[config.mk]
export PLATFORM = sky130hd
export DESIGN_NAME = gpio_irq_block
export DESIGN_NICKNAME = d
export VERILOG_FILES = /design/src/rtl/gpio_pkg.sv /design/src/rtl/gpio_sync.sv /design/src/rtl/gpio_event_det.sv /design/src/rtl/gpio_irq_status.sv /design/src/rtl/gpio_irq_block.sv
export SDC_FILE = /design/constraint.sdc
export NUM_CORES = 1
export LEC_CHECK = 0
export BUFFER_PORTS_ARGS = -buffer_cell sky130_fd_sc_hd__buf_4
export CAP_MARGIN = 10
export CORE_ASPECT_RATIO = 0.7
export CORE_MARGIN = 2
export CORE_UTILIZATION = 55
export CTS_CLUSTER_SIZE = 25
export DETAILED_ROUTE_END_ITERATION = 7
export GPL_TIMING_DRIVEN = 0
export HOLD_SLACK_MARGIN = 0.08
export PLACE_DENSITY = 0.77
export SLEW_MARGIN = 10
export SYNTH_ARGS = -nofsm -noshare
export SYNTH_HDL_FRONTEND = slang
export SYNTH_SLANG_ARGS = --single-unit
[constraint.sdc]
create_clock -name clk -period 2.7 [get_ports clk]
set_input_delay 0.405 -clock clk [delete_from_list [all_inputs] [get_ports clk]]
set_output_delay 0.405 -clock clk [all_outputs]
set_load 0.01 [all_outputs]
[src/rtl/gpio_pkg.sv]
package gpio_pkg;
  parameter int unsigned GPIO_PINS = 8;
  parameter int unsigned GPIO_AW   = 12;

  localparam logic [11:0] OFF_DIR   = 12'h400;
  localparam logic [11:0] OFF_SENSE = 12'h404;
  localparam logic [11:0] OFF_BOTH  = 12'h408;
  localparam logic [11:0] OFF_EVENT = 12'h40C;
  localparam logic [11:0] OFF_IE    = 12'h410;
  localparam logic [11:0] OFF_RAW   = 12'h414;
  localparam logic [11:0] OFF_MASK  = 12'h418;
  localparam logic [11:0] OFF_CLR   = 12'h41C;

  // Qualified edge trigger for one pin
  function automatic logic edge_hit(input logic rise, input logic fall,
                                    input logic ev, input logic both);
    if (both) return rise | fall;
    return ev ? rise : fall;
  endfunction

  // Level-mode activity for one pin given its polarity
  function automatic logic level_hit(input logic lvl, input logic ev);
    return ev ? lvl : ~lvl;
  endfunction

  // Merge new bits into old where allowed
  function automatic logic merge_bit(input logic old_v, input logic new_v,
                                     input logic allow);
    return allow ? new_v : old_v;
  endfunction
endpackage

[src/rtl/gpio_sync.sv]
module gpio_sync #(
  parameter int unsigned W = 8
) (
  input  logic         clk,
  input  logic         rst_n,
  input  logic [W-1:0] async_in,
  output logic [W-1:0] sync_q,
  output logic [W-1:0] prev_q
);
  logic [W-1:0] meta_q;

  always_ff @(posedge clk or negedge rst_n) begin
    if (!rst_n) begin
      meta_q <= '0;
      sync_q <= '0;
      prev_q <= '0;
    end else begin
      meta_q <= async_in;
      sync_q <= meta_q;
      prev_q <= sync_q;
    end
  end
endmodule

[src/rtl/gpio_event_det.sv]
module gpio_event_det
  import gpio_pkg::*;
#(
  parameter int unsigned W = 8
) (
  input  logic [W-1:0] cur,
  input  logic [W-1:0] prev,
  input  logic [W-1:0] ev_cfg,
  input  logic [W-1:0] both_cfg,
  output logic [W-1:0] trig
);
  for (genvar i = 0; i < W; i++) begin : g_pin
    logic rise_w, fall_w;
    assign rise_w  = cur[i] & ~prev[i];
    assign fall_w  = ~cur[i] & prev[i];
    assign trig[i] = edge_hit(rise_w, fall_w, ev_cfg[i], both_cfg[i]);
  end
endmodule

[src/rtl/gpio_irq_status.sv]
module gpio_irq_status
  import gpio_pkg::*;
#(
  parameter int unsigned W = 8
) (
  input  logic         clk,
  input  logic         rst_n,
  input  logic [W-1:0] sense_cfg,
  input  logic [W-1:0] ev_cfg,
  input  logic [W-1:0] level_in,
  input  logic [W-1:0] trig,
  input  logic         clr_we,
  input  logic [W-1:0] clr_bits,
  output logic [W-1:0] raw
);
  logic [W-1:0] held_q;

  for (genvar i = 0; i < W; i++) begin : g_pin
    logic set_w, clr_w;
    assign set_w = trig[i] & ~sense_cfg[i];
    assign clr_w = clr_we & clr_bits[i];

    always_ff @(posedge clk or negedge rst_n) begin
      if (!rst_n)     held_q[i] <= 1'b0;
      else if (set_w) held_q[i] <= 1'b1;   // new event wins over clear
      else if (clr_w) held_q[i] <= 1'b0;
    end

    assign raw[i] = sense_cfg[i] ? level_hit(level_in[i], ev_cfg[i]) : held_q[i];
  end
endmodule

[src/rtl/gpio_irq_block.sv]
module gpio_irq_block
  import gpio_pkg::*;
#(
  parameter int unsigned NPINS = GPIO_PINS,
  parameter int unsigned AW    = GPIO_AW
) (
  input  logic             clk,
  input  logic             rst_n,
  input  logic             bus_sel,
  input  logic             bus_en,
  input  logic             bus_write,
  input  logic [AW-1:0]    bus_addr,
  input  logic [NPINS-1:0] bus_wdata,
  output logic [NPINS-1:0] bus_rdata,
  input  logic [NPINS-1:0] pin_in,
  output logic [NPINS-1:0] pin_out,
  output logic [NPINS-1:0] pin_oe,
  output logic             irq_out
);
  localparam int unsigned MASK_LO = 2;
  localparam int unsigned MASK_HI = MASK_LO + NPINS - 1;

  logic [NPINS-1:0] dir_q, sense_q, both_q, ev_q, ie_q, dout_q;
  logic [NPINS-1:0] sync_w, prev_w, trig_w, raw_w, masked_w, pin_val_w, amask_w;
  logic             acc_w, wr_w, in_data_w, aligned_w;

  assign acc_w     = bus_sel & bus_en;
  assign wr_w      = acc_w & bus_write;
  assign aligned_w = (bus_addr[1:0] == 2'b00);
  assign in_data_w = aligned_w && (bus_addr[AW-1:MASK_HI+1] == '0);
  assign amask_w   = bus_addr[MASK_HI:MASK_LO];

  gpio_sync #(.W(NPINS)) u_sync (
    .clk(clk), .rst_n(rst_n), .async_in(pin_in),
    .sync_q(sync_w), .prev_q(prev_w)
  );

  gpio_event_det #(.W(NPINS)) u_det (
    .cur(sync_w), .prev(prev_w), .ev_cfg(ev_q), .both_cfg(both_q), .trig(trig_w)
  );

  gpio_irq_status #(.W(NPINS)) u_stat (
    .clk(clk), .rst_n(rst_n), .sense_cfg(sense_q), .ev_cfg(ev_q),
    .level_in(sync_w), .trig(trig_w),
    .clr_we(wr_w && bus_addr == AW'(OFF_CLR)), .clr_bits(bus_wdata),
    .raw(raw_w)
  );

  // Configuration registers
  always_ff @(posedge clk or negedge rst_n) begin
    if (!rst_n) begin
      dir_q   <= '0;
      sense_q <= '0;
      both_q  <= '0;
      ev_q    <= '0;
      ie_q    <= '0;
    end else if (wr_w) begin
      unique case (bus_addr)
        AW'(OFF_DIR):   dir_q   <= bus_wdata;
        AW'(OFF_SENSE): sense_q <= bus_wdata;
        AW'(OFF_BOTH):  both_q  <= bus_wdata;
        AW'(OFF_EVENT): ev_q    <= bus_wdata;
        AW'(OFF_IE):    ie_q    <= bus_wdata;
        default: ;
      endcase
    end
  end

  // Held output values: masked by address and by current direction
  for (genvar i = 0; i < NPINS; i++) begin : g_dout
    always_ff @(posedge clk or negedge rst_n) begin
      if (!rst_n) dout_q[i] <= 1'b0;
      else if (wr_w && in_data_w)
        dout_q[i] <= merge_bit(dout_q[i], bus_wdata[i], amask_w[i] & dir_q[i]);
    end
    assign pin_val_w[i] = dir_q[i] ? dout_q[i] : sync_w[i];
  end

  assign masked_w = raw_w & ie_q;
  assign irq_out  = |masked_w;
  assign pin_out  = dout_q;
  assign pin_oe   = dir_q;

  always_comb begin
    bus_rdata = '0;
    if (acc_w && !bus_write) begin
      if (in_data_w) bus_rdata = pin_val_w & amask_w;
      else begin
        unique case (bus_addr)
          AW'(OFF_DIR):   bus_rdata = dir_q;
          AW'(OFF_SENSE): bus_rdata = sense_q;
          AW'(OFF_BOTH):  bus_rdata = both_q;
          AW'(OFF_EVENT): bus_rdata = ev_q;
          AW'(OFF_IE):    bus_rdata = ie_q;
          AW'(OFF_RAW):   bus_rdata = raw_w;
          AW'(OFF_MASK):  bus_rdata = masked_w;
          default:        bus_rdata = '0;
        endcase
      end
    end
  end
endmodule

==> out/metrics.csv <==
metric,value,unit
worstPathMaxFanout,4,
drv_slew,0,
die_y,78.1,um
antenna_found_initial,0,
maxCapViolCount,0,
syn_to_final_growth,20.9,%
synthDistinctLibCells,42,
syn-cell-area,4320,um^2
grt_pass1_wl,17.4,mm
yosysTopAreaCellShare,0.464,
fin_area,5220,um^2
drt-wirelength-per-cell,19.2,um
swShare,0.239,
synthCells,388,
synth_edf_count,0,
max_freq,368,MHz
cts_buffer_depth,2,
clock_latency,0.38,ns
max_stage_delay,0.57,ns
antenna_cells,0,
synthFlopType,dfrtp_1,
ant_nets,0,
power_density,451,nW/um^2
fin_ws,-0.0197,ns
hpwlAfterDp,7.54,mm
slowest_stage,or4_4,
finalHoldViolCount,0,
grt-ovfl-total,0,
clockPowerShare,0.397,
io_pins,58,
initial_core_util,0.580,
power.net_switching,0.563,mW
setup_violations,1,
htree_levels,3,
hp-class,in2reg,
port_buffers,56,
crit_path_start_kind,flip-flop,
cp.arrival,2.31,ns
cts_tree,done,
end_kind,primary output,
synth_fp_nets,437,
dieArea,8590,um^2
gp_congestion,0.952,
peakVddDrop,414,uV
first_pass_iters,5,
worstMarginPinSlew,1.11,ns
internal_power,1.79,mW
synth_warnings,0,
die_x,110,um
status,"complete, but fails checks",
via_count,3399,
dpl_cell_area,4870,um^2
crit_chain,"xor2_1, o21ai_0, or4_4, or4_4, buf_6",
syn_area_per_cell,11.1,um^2
clkSlewWorstSetupHoldPaths,0.08,ns
cpMostUsedCell,or4_4,
violations,negative setup slack,
drcViolationCount,0,
fin_crit,2.72,ns
drive_above_1_share,0.368,
rsz0062_at_grt,yes,
p_leak,2.48,nW
seqPwrFrac,0.522,
rows,26,
fp.coreArea,7450,um^2
yosysSeqAreaShare,0.464,
holdWs,0.129,ns
ff2ff_setup_slack,1.37,ns
worstSetupPathType,reg2out,
fin_skew,0.00459,ns
grt_pass1_vias,3305,
synth_area_leader_cell,dfrtp_1,
wl_met3,927,um
synth-seq-cells,80,
nNetsFinal,512,
wl_met2,4.91,mm
cts_inserted_buffers,9,
yosys-top-cells-area,"dfrtp_1 46%, mux2_2 15%, ha_1 4.6%, nand2_1 4.0%, o21ai_0 3.8%",
root_buffer,clkbuf_8,
dr.first_iter.drc_count,366,
ys_async_sr_fraction,1.00,
cts_sinks,80,
path_delay_family,simple AND/OR/NAND/NOR gates,
drt-total-wl,10.9,mm
grt_use_total,0.277,
cp.required,2.30,ns
power,2.36,mW
highest_layer,met4,
wl_met1,4.74,mm
maxSlewHeadroom,0.253,
via_per_inst,6.01,
critPathBufInv,1,
min_period_over_period,1.01,
grt_max_degree,81,
comb_power_share,0.081,
## through the flow
stage / setup slack [ns] / cells / utilization / TNS, ns
after CTS: -0.0427 / 564 / 0.694 / -0.0427
after global placement: -0.426 / 542 / 0.653 / -5.30
after detailed placement: -0.399 / 543 / 0.654 / -2.73
after global routing: -0.126 / 566 / 0.701 / -0.126
after floorplan: 0.235 / 388 / - / 0
final: -0.0197 / 566 / 0.701 / -0.0197
## worst register-to-register path, cell delays in order (launching register included)
cell and delay (ns):
dfrtp_1 0.40, buf_4 0.15, ha_1 0.18, mux2_2 0.25, o21ai_0 0.14, o21ai_0 0.09
## cell usage in the layout (no fill, tap or decap), types with 3 or more instances in the layout
cell,count
and3_1,3
nand3b_1,5
nor2_1,13
mux2_2,57
or4_4,4
dfrtp_1,80
nor2b_1,6
ha_1,16
clkbuf_8,12
buf_6,3
a31oi_1,11
mux2i_1,13
o21ai_0,33
inv_1,18
buf_4,64
mux2_4,8
a311oi_1,4
nand2_1,46
nand4_1,3
xor2_1,3
o31ai_1,3
nand3_1,13
xnor2_1,5
a21oi_1,11
## layer usage
metal  global-route usage  vias to the layer above
li1                     -                     1557
met1                0.379                     1648
met2                0.413                      158
met3               0.0880                       36
met4               0.0962                        0
met5                    0                        -
## final cells by class
type,count,area (um^2)
Multi-Input combinational cell,281,2270
Fill cell,559,2230
Sequential cell,80,2000
Timing Repair Buffer,65,492
Clock buffer,12,165
Tap cell,98,123
Inverter,19,73.8
Clock inverter,4,51.3
Buffer,7,45.0
## cell usage after synthesis, types with 5 or more instances
cell / count
a31oi_1: 11
nand2_1: 46
mux2_2: 57
xnor2_1: 5
mux2i_1: 13
o21ai_0: 33
a21oi_1: 11
a311oi_1: 5
inv_1: 18
nor2_1: 13
nor2b_1: 6
nand3_1: 13
dfrtp_1: 80
ha_1: 16
clkbuf_1: 5
nand3b_1: 5
mux2_4: 8
## path summary, 6_finish.rpt
check                                 startpoint               end  depth (start not counted)
worst max-delay path            u_sync.sync_q[0]           irq_out                          5
worst min-delay path                   pin_in[3]  u_sync.meta_q[3]                          1
worst max register to register  u_sync.sync_q[2]  u_stat.held_q[2]                          5
worst min register to register  u_sync.meta_q[7]  u_sync.sync_q[7]                          0
max in group asynchronous                  rst_n         pin_oe[6]                          1
min in group asynchronous                  rst_n  u_sync.sync_q[3]                          1
## timing repair
action                                  CTS  global route
resized for setup                         9             8
endpoints found under the setup margin    9             4
hold buffers                              0             0
buffers inserted                          6             2
pin swaps                                 3             2
## flip-flops by register name, indices dropped and copies added, names as in the netlist
signal         count
u_stat.held_q      8
pin_oe             8
pin_out            8
u_sync.meta_q      8
u_sync.sync_q      8
both_q             8
u_sync.prev_q      8
ev_q               8
sense_q            8
ie_q               8
## power by group through the flow
stage | Combinational, mW | Sequential, mW | Clock, mW
floorplan | 0.0760 | 1.25 | 0
global placement | 0.173 | 1.25 | 0
detailed placement | 0.180 | 1.25 | 0
CTS | 0.187 | 1.23 | 0.962
global route | 0.211 | 1.23 | 1.02
finish | 0.191 | 1.23 | 0.935
## logic make-up (layout without fill, tap and decap cells)
kind of cell    after synthesis  after routing  synth area share
xor+xnor                      8              8            0.0162
simple gates                113            113             0.148
flops                        80             80             0.464
mux                          79             79             0.212
buf+inv                      27            107            0.0275
compound gates               65             65            0.0866
fa+ha+maj                    16             16            0.0464
No activity file was read; power rests on OpenSTA's default activity.
